## src/rtl/tx_ep_pkg.sv

```systemverilog
package tx_ep_pkg;
    localparam int BIT_AUTO    = 7;
    localparam int BIT_RSV     = 6;
    localparam int BIT_DIR     = 5;
    localparam int BIT_DMAEN   = 4;
    localparam int BIT_FORCE   = 3;
    localparam int BIT_IRQMODE = 2;
    localparam int BIT_LOADEN  = 1;
    localparam int BIT_TGL     = 0;

    typedef enum logic {
        IRQ_PER_PKT  = 1'b0,
        IRQ_PER_XFER = 1'b1
    } irq_mode_e;

    typedef struct packed {
        logic      auto_arm;
        logic      dir_tx;
        logic      dma_en;
        irq_mode_e irq_mode;
    } ctrl_s;

    typedef struct packed {
        logic force_tgl;
        logic load_en;
        logic load_val;
    } tgl_cmd_s;

    function automatic logic [7:0] pack_readback(ctrl_s c, logic tgl, logic host);
        logic [7:0] b;
        b               = '0;
        b[BIT_AUTO]     = c.auto_arm;
        b[BIT_DIR]      = c.dir_tx;
        b[BIT_DMAEN]    = c.dma_en;
        b[BIT_IRQMODE]  = c.irq_mode;
        b[BIT_TGL]      = host & tgl;
        return b;
    endfunction
endpackage

```

## src/rtl/tx_ep_toggle.sv

```systemverilog
module tx_ep_toggle
    import tx_ep_pkg::*;
(
    input  logic     clk,
    input  logic     rst,
    input  logic     ack_done,
    input  tgl_cmd_s cmd,
    output logic     tgl
);
    logic flip;
    assign flip = ack_done | cmd.force_tgl;

    always_ff @(posedge clk) begin
        if (rst)              tgl <= 1'b0;
        else if (cmd.load_en) tgl <= cmd.load_val;
        else if (flip)        tgl <= ~tgl;
    end

    // a flip event without a load inverts the toggle
    a_r4_flip_on_event: assert property (@(posedge clk) disable iff (rst)
        (flip && !cmd.load_en) |=> (tgl != $past(tgl)));
    // a guarded load wins
    a_r6_load_wins: assert property (@(posedge clk) disable iff (rst)
        cmd.load_en |=> (tgl == $past(cmd.load_val)));
    // no event keeps the toggle
    a_r4_hold_idle: assert property (@(posedge clk) disable iff (rst)
        (!ack_done && !cmd.force_tgl && !cmd.load_en) |=> $stable(tgl));
endmodule

```

## src/rtl/tx_ep_ready.sv

```systemverilog
module tx_ep_ready #(
    parameter int CNT_W = 11
) (
    input  logic             clk,
    input  logic             rst,
    input  logic             auto_arm,
    input  logic             sw_set,
    input  logic [CNT_W-1:0] fifo_count,
    input  logic [CNT_W-1:0] max_pkt,
    input  logic             clear,
    output logic             tx_ready
);
    logic full_now, full_q, auto_hit;

    assign full_now = (fifo_count == max_pkt);
    assign auto_hit = auto_arm & full_now & ~full_q;

    always_ff @(posedge clk) begin
        if (rst) begin
            full_q   <= 1'b0;
            tx_ready <= 1'b0;
        end else begin
            full_q <= full_now;
            if (clear)                    tx_ready <= 1'b0;
            else if (sw_set || auto_hit)  tx_ready <= 1'b1;
        end
    end

    // clear dominates any set
    a_r11_clear_wins: assert property (@(posedge clk) disable iff (rst)
        clear |=> !tx_ready);
    // no set source, no rise
    a_r3_no_spurious_set: assert property (@(posedge clk) disable iff (rst)
        (!sw_set && !auto_hit) |=> !$rose(tx_ready));
    // a short count with the arm set does not set the flag
    a_r2_short_no_set: assert property (@(posedge clk) disable iff (rst)
        (!sw_set && (fifo_count < max_pkt)) |=> !$rose(tx_ready));
endmodule

```

## src/rtl/tx_ep_dma_irq.sv

```systemverilog
module tx_ep_dma_irq
    import tx_ep_pkg::*;
(
    input  logic      clk,
    input  logic      rst,
    input  logic      dma_en,
    input  irq_mode_e irq_mode,
    input  logic      tx_ready,
    input  logic      pkt_done,
    input  logic      xfer_done,
    output logic      dma_req,
    output logic      irq
);
    logic sel_evt;

    always_comb begin
        unique case (irq_mode)
            IRQ_PER_PKT:  sel_evt = pkt_done;
            IRQ_PER_XFER: sel_evt = xfer_done;
            default:      sel_evt = 1'b0;
        endcase
    end

    assign dma_req = dma_en & ~tx_ready;

    always_ff @(posedge clk) begin
        if (rst) irq <= 1'b0;
        else     irq <= dma_en & sel_evt;
    end

    // no interrupt while DMA is disabled
    a_r10_irq_needs_en: assert property (@(posedge clk) disable iff (rst)
        !dma_en |=> !irq);
    // no strobe, no interrupt
    a_r10_irq_needs_evt: assert property (@(posedge clk) disable iff (rst)
        (!pkt_done && !xfer_done) |=> !irq);
endmodule

```

## src/rtl/tx_ep_ctrl.sv

```systemverilog
module tx_ep_ctrl
    import tx_ep_pkg::*;
#(
    parameter int CNT_W = 11
) (
    input  logic             clk,
    input  logic             rst,
    input  logic             host_mode,
    input  logic             reg_wr_en,
    input  logic [7:0]       reg_wr_data,
    output logic [7:0]       reg_rd_data,
    input  logic             sw_ready_set,
    input  logic [CNT_W-1:0] fifo_count,
    input  logic [CNT_W-1:0] max_pkt,
    input  logic             pkt_sent,
    input  logic             ack_rcvd,
    input  logic             dma_pkt_done,
    input  logic             dma_xfer_done,
    output logic             tx_ready,
    output logic             data_toggle,
    output logic             dir_tx,
    output logic             fifo_flush,
    output logic             dma_req,
    output logic             irq
);
    ctrl_s    ctrl_q;
    tgl_cmd_s tcmd;
    logic     ack_done;

    always_ff @(posedge clk) begin
        if (rst) begin
            ctrl_q <= '0;
        end else if (reg_wr_en) begin
            ctrl_q.auto_arm <= reg_wr_data[BIT_AUTO];
            ctrl_q.dir_tx   <= reg_wr_data[BIT_DIR];
            ctrl_q.dma_en   <= reg_wr_data[BIT_DMAEN];
            ctrl_q.irq_mode <= irq_mode_e'(reg_wr_data[BIT_IRQMODE]);
        end
    end

    always_comb begin
        tcmd.force_tgl = reg_wr_en & reg_wr_data[BIT_FORCE];
        tcmd.load_en   = reg_wr_en & host_mode & reg_wr_data[BIT_LOADEN];
        tcmd.load_val  = reg_wr_data[BIT_TGL];
    end

    assign ack_done    = pkt_sent & ack_rcvd & tx_ready;
    assign fifo_flush  = ack_done | tcmd.force_tgl;
    assign dir_tx      = ctrl_q.dir_tx;
    assign reg_rd_data = pack_readback(ctrl_q, data_toggle, host_mode);

    tx_ep_toggle u_toggle (
        .clk      (clk),
        .rst      (rst),
        .ack_done (ack_done),
        .cmd      (tcmd),
        .tgl      (data_toggle)
    );

    tx_ep_ready #(.CNT_W(CNT_W)) u_ready (
        .clk        (clk),
        .rst        (rst),
        .auto_arm   (ctrl_q.auto_arm),
        .sw_set     (sw_ready_set),
        .fifo_count (fifo_count),
        .max_pkt    (max_pkt),
        .clear      (fifo_flush),
        .tx_ready   (tx_ready)
    );

    tx_ep_dma_irq u_dma (
        .clk       (clk),
        .rst       (rst),
        .dma_en    (ctrl_q.dma_en),
        .irq_mode  (ctrl_q.irq_mode),
        .tx_ready  (tx_ready),
        .pkt_done  (dma_pkt_done),
        .xfer_done (dma_xfer_done),
        .dma_req   (dma_req),
        .irq       (irq)
    );

    // reserved and strobe-only bits read zero
    a_r1_rsv_zero: assert property (@(posedge clk) disable iff (rst)
        (reg_rd_data[BIT_RSV] == 1'b0) && (reg_rd_data[BIT_FORCE] == 1'b0)
        && (reg_rd_data[BIT_LOADEN] == 1'b0));
    // device mode hides the toggle
    a_r7_dev_tgl_hidden: assert property (@(posedge clk) disable iff (rst)
        !host_mode |-> (reg_rd_data[BIT_TGL] == 1'b0));
    // device-mode writes never change the toggle directly
    a_r7_dev_no_load: assert property (@(posedge clk) disable iff (rst)
        (!host_mode && !pkt_sent && !(reg_wr_en && reg_wr_data[BIT_FORCE]))
        |=> $stable(data_toggle));
    // send without ACK keeps the flag
    a_r4_noack_keeps_ready: assert property (@(posedge clk) disable iff (rst)
        (tx_ready && !ack_rcvd && !(reg_wr_en && reg_wr_data[BIT_FORCE]))
        |=> tx_ready);
endmodule

```

## config.mk

```make
export PLATFORM = sky130hd
export DESIGN_NAME = tx_ep_ctrl
export DESIGN_NICKNAME = d
export VERILOG_FILES = /design/src/rtl/tx_ep_pkg.sv /design/src/rtl/tx_ep_toggle.sv /design/src/rtl/tx_ep_ready.sv /design/src/rtl/tx_ep_dma_irq.sv /design/src/rtl/tx_ep_ctrl.sv
export SDC_FILE = /design/constraint.sdc
export NUM_CORES = 1
export LEC_CHECK = 0
export ABC_CLOCK_PERIOD_IN_PS = 1300
export BUFFER_PORTS_ARGS = -buffer_cell sky130_fd_sc_hd__buf_2
export CORE_AREA = 4 4 44 46
export CTS_BUF_LIST = sky130_fd_sc_hd__clkbuf_8
export DETAILED_ROUTE_END_ITERATION = 10
export DIE_AREA = 0 0 48 50
export GPL_TIMING_DRIVEN = 0
export PLACE_DENSITY = 0.83
export SYNTH_ARGS = -nofsm -noshare
export SYNTH_HDL_FRONTEND = slang
export SYNTH_HIERARCHICAL = 1
export SYNTH_SLANG_ARGS = --single-unit
```

## constraint.sdc

```tcl
create_clock -name clk -period 1.3 [get_ports clk]
set_clock_uncertainty 0.05 [all_clocks]
set_input_delay 0.13 -clock clk [delete_from_list [all_inputs] [get_ports clk]]
set_output_delay 0.13 -clock clk [all_outputs]
set_load 0.01 [all_outputs]
```

# == Yosys cells after proc, flatten, opt, wreduce, memory -nomap -nowiden ==
# Cells that the tools add are included.
# Widths: inputs -> output; s select.
# word_totals
regBits,8
inputBits,39
out_inout_bits,14
# classes
n_bitwise,15
n_reduce_logical,3
n_eq_ne,1
muxes,3
# ops
cell,count
$eq 11x11->1,1
$and 1x1->1,10
$not 1->1,4
$mux 1,2
$pmux 1 s2,1
$reduce_bool 2->1,1
$reduce_or 2->1,1
$logic_or 1x1->1,1
$or 1x1->1,1

# == Longest topological paths before layout ==
# depth
depth_word,5
mapped_depth,4
depth_no_buf,4

# == By module ==
# The synthesis kept the hierarchy.
# by_module_without_submodules
mod,area_per_inst_um2,cells_each,instances,seq_area_each_um2
tx_ep_ctrl,215.2,23,1,80.1
tx_ep_ready,191.4,22,1,40.0
tx_ep_toggle,58.8,6,1,20.0
tx_ep_dma_irq,48.8,4,1,20.0

# == Worst setup path after synthesis ==
# Ideal clock, no wire load.
# synth_timing
path_type,register to register
from,register u_ready.tx_ready
to,register u_toggle.tgl
setup_slack_ns,0.122
stages_incl_launch_ff,4
setup_ns,0.112
t_arrival_ns,1.016
path_buffers,0
cell_sequence,dfxtp_1 > and3_1 > or2_1 > a2111oi_1
# synth_via
elab_chain_len,3
# synth_lines
element,line,rtl
"start, declared",tx_ep_ready.sv:11,output logic tx_ready
"start signal, assigned",tx_ep_ready.sv:21,tx_ready <= 1'b0;
"start signal, assigned",tx_ep_ready.sv:24,if (clear) tx_ready <= 1'b0;
"start signal, assigned",tx_ep_ready.sv:25,else if (sw_set || auto_hit) tx_ready <= 1'b1;
$and 1x1->1,tx_ep_ctrl.sv:47,assign ack_done = pkt_sent & ack_rcvd & tx_ready;
via ack_done,tx_ep_ctrl.sv:28,logic ack_done;
$or 1x1->1,tx_ep_toggle.sv:11,assign flip = ack_done | cmd.force_tgl;
$reduce_bool 2->1 (no source line),n/a,
"end signal, assigned",tx_ep_toggle.sv:15,else if (cmd.load_en) tgl <= cmd.load_val;
"end signal, assigned",tx_ep_toggle.sv:16,else if (flip) tgl <= ~tgl;
"end, declared",tx_ep_toggle.sv:8,output logic tgl
# The timed path passes the listed nets, and every way through them passes these cells.
# A chain may end at the register's enable or synchronous reset.

# == Final worst setup path ==
# layout_timing
from,register u_ready.tx_ready
to,output fifo_flush
# layout_via
elab_chain_len,2
# layout_lines
element,line,rtl
$and 1x1->1,tx_ep_ctrl.sv:47,
via ack_done,tx_ep_ctrl.sv:28,
$or 1x1->1,tx_ep_ctrl.sv:48,assign fifo_flush = ack_done | tcmd.force_tgl;
"end, declared",tx_ep_ctrl.sv:22,"output logic fifo_flush,"
# The timed path passes the listed nets, and every way through them passes these cells.

==> Implementation_results.wiki <==
{| class="wikitable"
! Metric !! Value
|-
| Via count of the first global-routing pass || 507
|-
| Post-synthesis cell type count || 22
|-
| Power density relative to cell area || 893 nW/um2
|-
| Core Footprint || 1510 um2
|-
| Clock network latency to the later pin of the worst-skew pair || 0.22 ns
|-
| Sequential-to-total area share from yosys stat || 31.1%
|-
| Die Y || 50 um
|-
| Floorplan die area || 2400 um2
|-
| Run status || finished, final reports clean
|-
| Cell with the most instances after synthesis || sky130_fd_sc_hd__xor2_1
|-
| H-tree level count || 1
|-
| Die Span X || 48 um
|-
| Synth top cells by count || sky130_fd_sc_hd__xor2_1, sky130_fd_sc_hd__dfxtp_1, sky130_fd_sc_hd__nor2_1, sky130_fd_sc_hd__mux2i_1, sky130_fd_sc_hd__buf_4
|-
| Number of register bits inferred by synthesis || 8
|-
| Iteration-0 DRC count of the detailed router || 0
|-
| Initial standard-cell utilization of the core || 34.1%
|-
| Post-DRT Antenna Nets || 0
|-
| Crit Path Class || reg2out
|-
| Remaining Overflow, GRT || 0
|-
| Data arrival time of the critical path || 1.08 ns
|-
| Largest area contributor in the netlist || sky130_fd_sc_hd__dfxtp_1
|-
| Nets || 149
|-
| Number of buffers created by CTS || 3
|-
| Kind of path behind the tightest hold check || in2reg
|-
| Async S/R FF share, synth || 0%
|-
| Clock Tree Buf Depth || 2
|-
| Max-cap check violation count || 0
|-
| Critical Path, Cell by Cell || and3_4 > or2_4 > buf_6
|-
| Standard-cell row count || 14
|-
| 1st-pass router iterations || 1
|-
| Main area contributors after synthesis || sky130_fd_sc_hd__dfxtp_1, sky130_fd_sc_hd__xor2_1, sky130_fd_sc_hd__mux2i_1
|-
| Maximum single-stage delay on the critical path || 0.32 ns
|-
| Boundary Pins || 53
|-
| Number of buffers inserted by hold repair at cts || 0
|-
| Met2 layer wire length in the routed design || 739 um
|-
| Reg-to-reg setup timing slack || 0.13 ns
|-
| Final max-slew violation count || 0
|-
| Yosys warning count || 6
|-
| Buffer type at the clock tree root || sky130_fd_sc_hd__clkbuf_8
|-
| Synth Instances || 55
|-
| Routed vias/inst || 4.51
|-
| Hold Fails Final Rpt || 0
|-
| Sum of routed wire segments on met1 || 434 um
|-
| Portion of synthesized cell area occupied by the leading cell type || 31.1%
|-
| Final setup vio count || 0
|-
| Final wirelength || 1370 um
|-
| Final worst path period share || 96.8%
|-
| Post-DP HPWL || 1210 um
|-
| Antenna diodes || 0
|-
| Wire length of the first global-routing pass || 2020 um
|-
| Mapped Avg Cell Area || 9.35 um2
|-
| Fmax achieved || 795 MHz
|-
| Port Buf Inserts || 47
|-
| Critical path data required time || 1.12 ns
|-
| Met3 Routed Length || 192 um
|-
| Highest layer used for signal routing || met3
|-
| Dominant synthesized flop cell || sky130_fd_sc_hd__dfxtp_1
|-
| Largest net degree at the start of global routing || 9
|-
| Clock tree from TritonCTS || done
|-
| Vias after detailed routing || 559
|-
| Initial antenna violation count || 0
|-
| Routability Congestion || 0.708
|-
| Fraction of final layout cells with drive strength greater than 1 || 59.3%
|-
| Critical Path Fanout Max || 3
|-
| Synthesis-to-finish area growth || 63.5%
|-
| Total routing resource utilization after global routing || 11.5%
|-
| Element type at the critical path end || output port
|-
| Total of fill cells in the finished design || 139
|-
| Routed len/inst || 11.0 um
|-
| Max IR drop VDD || 0.000708 V
|-
| Static leakage || 0.462 nW
|-
| Cell area after synthesis || 514 um2
|-
| Count of flip-flops with a built-in enable after synthesis || 0
|-
| Post-layout utilization of the core || 55.8%
|-
| Slowest-stage cell, CP || sky130_fd_sc_hd__dfxtp_2
|-
| Clock sink count || 8
|-
| Final Critical Period || 1.26 ns
|-
| DRC violation count after routing || 0
|-
| CP startpoint kind || flip-flop
|-
| Worst-case hold slack || 0.0916 ns
|-
| Clock transition time at the flip-flop clock pins of the worst setup and hold paths || 0.04 ns
|}
==> path summary, 6_finish.rpt <==
path	startpoint	to	cells after the start
hold reg to reg	reg_rd_data[7]$_SDFFE_PP0P_	reg_rd_data[7]$_SDFFE_PP0P_	2
setup / recovery	u_ready/tx_ready$_SDFFE_PP0P_	fifo_flush	3
hold / removal	reg_wr_data[2]	reg_rd_data[2]$_SDFFE_PP0P_	3
setup reg to reg	u_ready/tx_ready$_SDFFE_PP0P_	u_toggle/tgl$_SDFFE_PP0P_	3
==> layout make-up <==
| cell class | instances | area (um2) | area share [%] |
|---|---|---|---|
| timing repair buffer | 48 | 249 | 29.6 |
| sequential | 8 | 161 | 19.2 |
| tap | 16 | 20.0 | 2.38 |
| clock buffer | 3 | 41.3 | 4.91 |
| buffer | 5 | 41.3 | 4.91 |
| multi-input combinational | 44 | 328 | 39.0 |
==> flip-flops by register name (all words and copies together), names as in the netlist <==
register / flops
u_ready/tx_ready: 1
dir_tx: 1
reg_rd_data: 3
u_toggle/tgl: 1
u_ready/full_q: 1
u_dma/irq: 1
==> what timing repair did <==
| action | CTS | global route |
|---|---|---|
| hold endpoints to repair | 0 | 0 |
| pin swaps | 1 | 0 |
| resized for setup | 2 | 2 |
| setup buffers | 0 | 1 |
| endpoints found under the setup margin | 1 | 1 |
==> report_power, final <==
| part | switching (mW) | internal, mW |
|---|---|---|
| registers | 0.00969 | 0.261 |
| clock network | 0.0898 | 0.200 |
| logic | 0.0798 | 0.111 |
==> layout by cell type (no fill, tap or decap), drive strengths merged <==
master / n
buf: 53
xor2: 11
dfxtp: 8
nor2: 6
mux2i: 5
conb: 3
clkbuf: 3
nor4: 3
nor2b: 3
and2: 2
and3: 2
or2: 2
nor3b: 1
nor3: 1
nand3: 1
nand4: 1
a211oi: 1
and2b: 1
a2111oi: 1
==> routing by layer <==
| metal | vias up | track usage (%) |
|---|---|---|
| li1 | 286 | - |
| met1 | 244 | 11.1 |
| met2 | 29 | 21.6 |
| met3 | 0 | 6.55 |
| met4 | 0 | 0 |
| met5 | - | 0 |
==> stage by stage <==
step / instances / area, um2 / power (mW) / setup TNS, ns / setup WS [ns]
2_1_floorplan: 57 / 522 / 0.365 / 0 / 0.122
3_3_place_gp: 120 / 777 / 0.451 / 0 / 0.0394
3_5_place_dp: 120 / 777 / 0.457 / 0 / 0.0239
4_1_cts: 123 / 825 / 0.754 / 0 / 0.00506
5_1_grt: 124 / 841 / 0.800 / -0.00323 / -0.00323
6_report: 124 / 841 / 0.751 / 0 / 0.0421
==> logic make-up (layout without fill, tap and decap cells) <==
logic type / count (synthesis) / count (layout) / synth area share (%)
compound gates: 2 / 2 / 4.38
xor+xnor: 11 / 11 / 18.7
buf+inv: 5 / 56 / 8.03
flops: 8 / 8 / 31.1
mux: 5 / 5 / 9.73
other cells: 1 / 3 / 0.729
simple gates: 23 / 23 / 27.3
==> worst max-delay path: cells and delay by family, from the launching register on <==
family                 cells  cell delay [ns]
AND/OR/NAND/NOR            2             0.42
buffers and inverters      1             0.12
flip-flops                 1             0.32
Note: power is estimated with default switching activity, not from simulation.
